===== src/rtl/arb_pkg.sv =====
package arb_pkg;
  localparam int PRIO_W  = 8;
  localparam int RUN_W   = 9;
  localparam int ID_W    = 10;
  localparam int PRIV_N  = 32;
  localparam logic [ID_W-1:0]  NO_IRQ    = 10'd1023;
  localparam logic [RUN_W-1:0] PRIO_IDLE = 9'h100;

  typedef struct packed {
    logic [RUN_W-1:0] prio;
    logic [ID_W-1:0]  id;
    logic             grp;
  } winner_t;
endpackage


===== src/rtl/arb_pick.sv =====
module arb_pick
  import arb_pkg::*;
#(
  parameter int NUM_SRC = 64
) (
  input  logic [NUM_SRC-1:0]        en,
  input  logic [NUM_SRC-1:0]        pend,
  input  logic [NUM_SRC-1:0]        grp,
  input  logic [NUM_SRC*PRIO_W-1:0] prio,
  input  logic [NUM_SRC-1:0]        tgt_col,
  output winner_t                   win
);
  always_comb begin
    win.prio = PRIO_IDLE;
    win.id   = NO_IRQ;
    win.grp  = 1'b0;
    for (int s = 0; s < NUM_SRC; s++) begin
      if (en[s] && pend[s] && (s < PRIV_N || tgt_col[s]) &&
          ({1'b0, prio[s*PRIO_W +: PRIO_W]} < win.prio)) begin
        win.prio = {1'b0, prio[s*PRIO_W +: PRIO_W]};
        win.id   = ID_W'(s);
        win.grp  = grp[s];
      end
    end
  end
endmodule


===== src/rtl/arb_gate.sv =====
module arb_gate
  import arb_pkg::*;
(
  input  winner_t           win,
  input  logic [1:0]        dist_en,
  input  logic [1:0]        cpu_en,
  input  logic              fiq_en,
  input  logic [PRIO_W-1:0] pmask,
  input  logic [RUN_W-1:0]  running,
  output logic              irq_d,
  output logic              fiq_d,
  output logic [ID_W-1:0]   hp_d
);
  logic grp_ok;
  logic line;

  assign grp_ok = dist_en[win.grp] && cpu_en[win.grp];

  always_comb begin
    irq_d = 1'b0;
    fiq_d = 1'b0;
    hp_d  = NO_IRQ;
    line  = 1'b0;
    if ((|dist_en) && (|cpu_en) && (win.prio < {1'b0, pmask})) begin
      hp_d = win.id;
      line = (win.prio < running) && grp_ok;
      if (line) begin
        if (!win.grp && fiq_en) fiq_d = 1'b1;
        else                    irq_d = 1'b1;
      end
    end
  end
endmodule


===== src/rtl/irq_prio_arb.sv =====
module irq_prio_arb
  import arb_pkg::*;
#(
  parameter int NUM_SRC = 64,
  parameter int NUM_CPU = 2
) (
  input  logic                        clk,
  input  logic                        rst_n,
  input  logic [NUM_SRC-1:0]          src_enable,
  input  logic [NUM_SRC-1:0]          src_pending,
  input  logic [NUM_SRC-1:0]          src_group,
  input  logic [NUM_SRC*8-1:0]        src_prio,
  input  logic [NUM_SRC*NUM_CPU-1:0]  src_target,
  input  logic [1:0]                  dist_grp_en,
  input  logic [NUM_CPU*2-1:0]        cpu_grp_en,
  input  logic [NUM_CPU-1:0]          cpu_fiq_en,
  input  logic [NUM_CPU*8-1:0]        cpu_pmask,
  input  logic [NUM_CPU*9-1:0]        cpu_running,
  output logic [NUM_CPU-1:0]          irq_o,
  output logic [NUM_CPU-1:0]          fiq_o,
  output logic [NUM_CPU*10-1:0]       hp_id
);
  logic [NUM_CPU-1:0]      irq_d, fiq_d;
  logic [NUM_CPU*ID_W-1:0] hp_d;

  for (genvar c = 0; c < NUM_CPU; c++) begin : g_cpu
    logic [NUM_SRC-1:0] tgt_col;
    winner_t            win;

    for (genvar s = 0; s < NUM_SRC; s++) begin : g_col
      assign tgt_col[s] = src_target[s*NUM_CPU + c];
    end

    arb_pick #(.NUM_SRC(NUM_SRC)) u_pick (
      .en      (src_enable),
      .pend    (src_pending),
      .grp     (src_group),
      .prio    (src_prio),
      .tgt_col (tgt_col),
      .win     (win)
    );

    arb_gate u_gate (
      .win     (win),
      .dist_en (dist_grp_en),
      .cpu_en  (cpu_grp_en[c*2 +: 2]),
      .fiq_en  (cpu_fiq_en[c]),
      .pmask   (cpu_pmask[c*PRIO_W +: PRIO_W]),
      .running (cpu_running[c*RUN_W +: RUN_W]),
      .irq_d   (irq_d[c]),
      .fiq_d   (fiq_d[c]),
      .hp_d    (hp_d[c*ID_W +: ID_W])
    );
  end

  always_ff @(posedge clk or negedge rst_n) begin
    if (!rst_n) begin
      irq_o <= '0;
      fiq_o <= '0;
      hp_id <= {NUM_CPU{NO_IRQ}};
    end else begin
      irq_o <= irq_d;
      fiq_o <= fiq_d;
      hp_id <= hp_d;
    end
  end
endmodule


===== config.mk =====
export PLATFORM = sky130hd
export DESIGN_NAME = irq_prio_arb
export DESIGN_NICKNAME = d
export VERILOG_FILES = /design/src/rtl/arb_pkg.sv /design/src/rtl/arb_pick.sv /design/src/rtl/arb_gate.sv /design/src/rtl/irq_prio_arb.sv
export SDC_FILE = /design/constraint.sdc
export NUM_CORES = 2
export LEC_CHECK = 0
export ABC_AREA = 1
export BUFFER_PORTS_ARGS = -buffer_cell sky130_fd_sc_hd__buf_2
export CAP_MARGIN = 15
export CORE_AREA = 2 2 354 356
export CTS_CLUSTER_SIZE = 16
export DETAILED_ROUTE_END_ITERATION = 8
export DIE_AREA = 0 0 356 358
export PLACE_DENSITY = 0.67
export RECOVER_POWER = 50
export SYNTH_ARGS = -nofsm -noshare
export SYNTH_HDL_FRONTEND = slang
export SYNTH_HIERARCHICAL = 1
export SYNTH_SLANG_ARGS = --single-unit
export TNS_END_PERCENT = 1

===== constraint.sdc =====
create_clock -name clk -period 0.8 [get_ports clk]
set_input_delay 0.16 -clock clk [delete_from_list [all_inputs] [get_ports clk]]
set_output_delay 0.16 -clock clk [all_outputs]
set_load 0.03 [all_outputs]

==> impl_metrics.tcl <==
set metrics [dict create \
    cts_max_level 1 \
    fin_ws_ns -72.53 \
    fmax_mhz 13.64 \
    ir_drop_mv 2.274 \
    cp-end-kind "flop" \
    postRouteAntennaNets 0 \
    syn_to_final_growth_pct 69.10 \
    grt_pass1_vias 66220 \
    start_util 0.3955 \
    grt-ovfl-total 0 \
    dp.cells 12860 \
    critPathKind "primary input to flop" \
    timing.max_cap.violations 0 \
    tns_ns -1745.86 \
    cp.required_ns 0.97 \
    power_density_nw_per_um2 3752 \
    regArea_um2 625.6 \
    startpoint "src_enable[0]" \
    final_common_cell "buf_4" \
    numCtsBuffers 3 \
    grt.total_usage 0.3354 \
    grt_pass1_wl_mm 344.1 \
    avgSynthCellArea_um2 6.193 \
    setup_viol 48 \
    postLayoutCoreUtil 0.6688 \
    fin_crit_ns 73.33 \
    synth_fp_nets 9544 \
    yosysWarnings 6 \
    cts_tree "built" \
    power_leakage_nw 46.21 \
    clk_pin_slew_ns 0.06 \
    cts_hold_buffers 0 \
    slew_headroom 0.2322 \
    dp_hpwl_mm 197.8 \
    final_cells 13330 \
    layout-drive-gt1-share 0.5331 \
    multi_input_area_um2 46990 \
    path_max_fanout 12 \
    grt_max_degree 18 \
    synth_enable_flop_cells 0 \
    globalplace.congestion 1.034 \
    dr.pass1.iters 8 \
    antenna_found_initial 121 \
    async_flop_share 1.000 \
    slew_violations 0 \
    hold_viol 0 \
    cts.sinks 24 \
    finalPower_mw 309.5 \
    yosysTopAreaCell "ha_1" \
    failed_checks "negative setup slack" \
    crit_slowest_cell "o211ai_1" \
    die_area_um2 127400 \
    min-delay-path-class "primary input to flop" \
    netlist_area_um2 48770 \
    cp.arrival_ns 73.50 \
    whs_path_depth 4 \
    rsz0062_at_grt "true" \
    cpPeakStageDelay_ns 0.37 \
    nNetsFinal 13270 \
    wl_per_cell_um 17.75 \
    synth_cell_types 74 \
    fin_area_um2 82480 \
    drt-initial-drc-count 4745 \
    ys_ff_latch 24 \
    critPathCapture "hp_id[19]" \
    ys_seq_area_frac 0.01283 \
    synth.area.top_cells "ha_1 20%, nand2_1 17%, o21ai_0 8.4%" \
    numPortBuffers 835 \
    placed_area_um2 73190 \
    crit_top_cell "nand2_1" \
    cts-root-buf "clkbuf_16" \
    start_kind "primary input" \
    die_w_um 356 \
    fin_crit_sh 91.67 \
    fill_cells 10370 \
    vias_per_cell 5.162 \
    num_rows 129 \
    synth_ff_type "dfstp_2" \
    drc 0 \
    die_h_um 358 \
    ios 900 \
    wl_mm 236.7 \
    synth_top_area_frac 0.2032 \
    status "complete, but fails checks" \
    hold_start "cpu_fiq_en[1]" \
    final_cell_mix "2935 x buf_4, 2011 x nand2_1, 977 x inv_1" \
    core-area_um2 123300 \
    worst_slew_pin_slew_ns 1.137 \
    netlist_instances 7876 \
    vias 68820 \
    clk_path_buf_depth 2 \
]
[power breakdown]
| group | leakage [nW] | switching [mW] | internal, mW |
|---|---|---|---|
| sequential | 0.266 | 0.226 | 1.86 |
| clock | 0.0517 | 0.468 | 0.997 |
| combinational | 45.9 | 158 | 148 |
| total | 46.2 | 159 | 150 |
[logic make-up after synthesis]
| family | share of synthesized area |
|---|---|
| compound gates | 0.1731 |
| simple gates | 0.4571 |
| buf+inv | 0.1471 |
| flops | 0.01283 |
| fa+ha+maj | 0.2032 |
| mux | 0.006670 |
[repair_timing]
action | 4_1_cts | 5_1_grt
pin swaps | 147 | 445
buffers inserted | 123 | 192
setup endpoints to repair | 48 | 48
cloned | 27 | 39
gates resized for setup | 767 | 1004
[cells in the mapped netlist (56+ instances only)]
| cell type | count |
|---|---|
| nand3_1 | 614 |
| o21ai_0 | 815 |
| clkbuf_8 | 58 |
| nand2_2 | 585 |
| nand3_2 | 69 |
| a21oi_1 | 272 |
| nand2_4 | 189 |
| buf_6 | 89 |
| o21ai_1 | 64 |
| inv_1 | 990 |
| ha_1 | 792 |
| nand2_1 | 2144 |
| nor2_1 | 202 |
| nand3b_1 | 85 |
| nand4_1 | 131 |
| inv_4 | 56 |
| inv_2 | 110 |
[registers in the layout (all words and copies together), names as in the netlist]
name   flops
hp_id     20
fiq_o      2
irq_o      2
[how the worst min path moves through the flow]
stage / endpoint / slack, ns
after floorplan: fiq_o[0] / -0.14
after global placement: fiq_o[1] / 0.30
after detailed placement: fiq_o[1] / 0.31
after CTS: irq_o[1] / 0.03
after global routing: irq_o[0] / 0.21
final: irq_o[1] / 0.20
[layout make-up]
type / instances / share of cell area
repair buffers: 3863 / 0.3344
multi-input cells: 6500 / 0.5698
flip-flops and latches: 24 / 0.007585
inverters: 1212 / 0.05935
clock inverters: 1 / 0.0003641
clock buffers: 3 / 0.0009102
well taps: 1637 / 0.02483
diodes: 92 / 0.002791
[layer usage]
metal,wire [µm],track usage,vias to the layer above
li1,-,-,33620
met1,90630,0.3886,31700
met2,112600,0.5947,2580
met3,18290,0.05990,834
met4,14630,0.1594,86
met5,582,0,-
[through the flow]
stage                     hold slack, ns  setup slack (ns)
after floorplan                  -0.1356            -75.07
after global placement            0.3043            -80.31
after detailed placement          0.3054            -81.61
after CTS                        0.03023            -72.51
after global routing              0.2142            -77.20
final                             0.1972            -72.53
[worst max-delay path: cells and delay by family]
kind / cells / cell delay (ns)
fa+ha+maj: 100 / 25.64
buf+inv: 192 / 19.66
compound gates: 213 / 30.40
simple gates: 432 / 40.12
No activity file was read; power rests on OpenSTA's default activity.
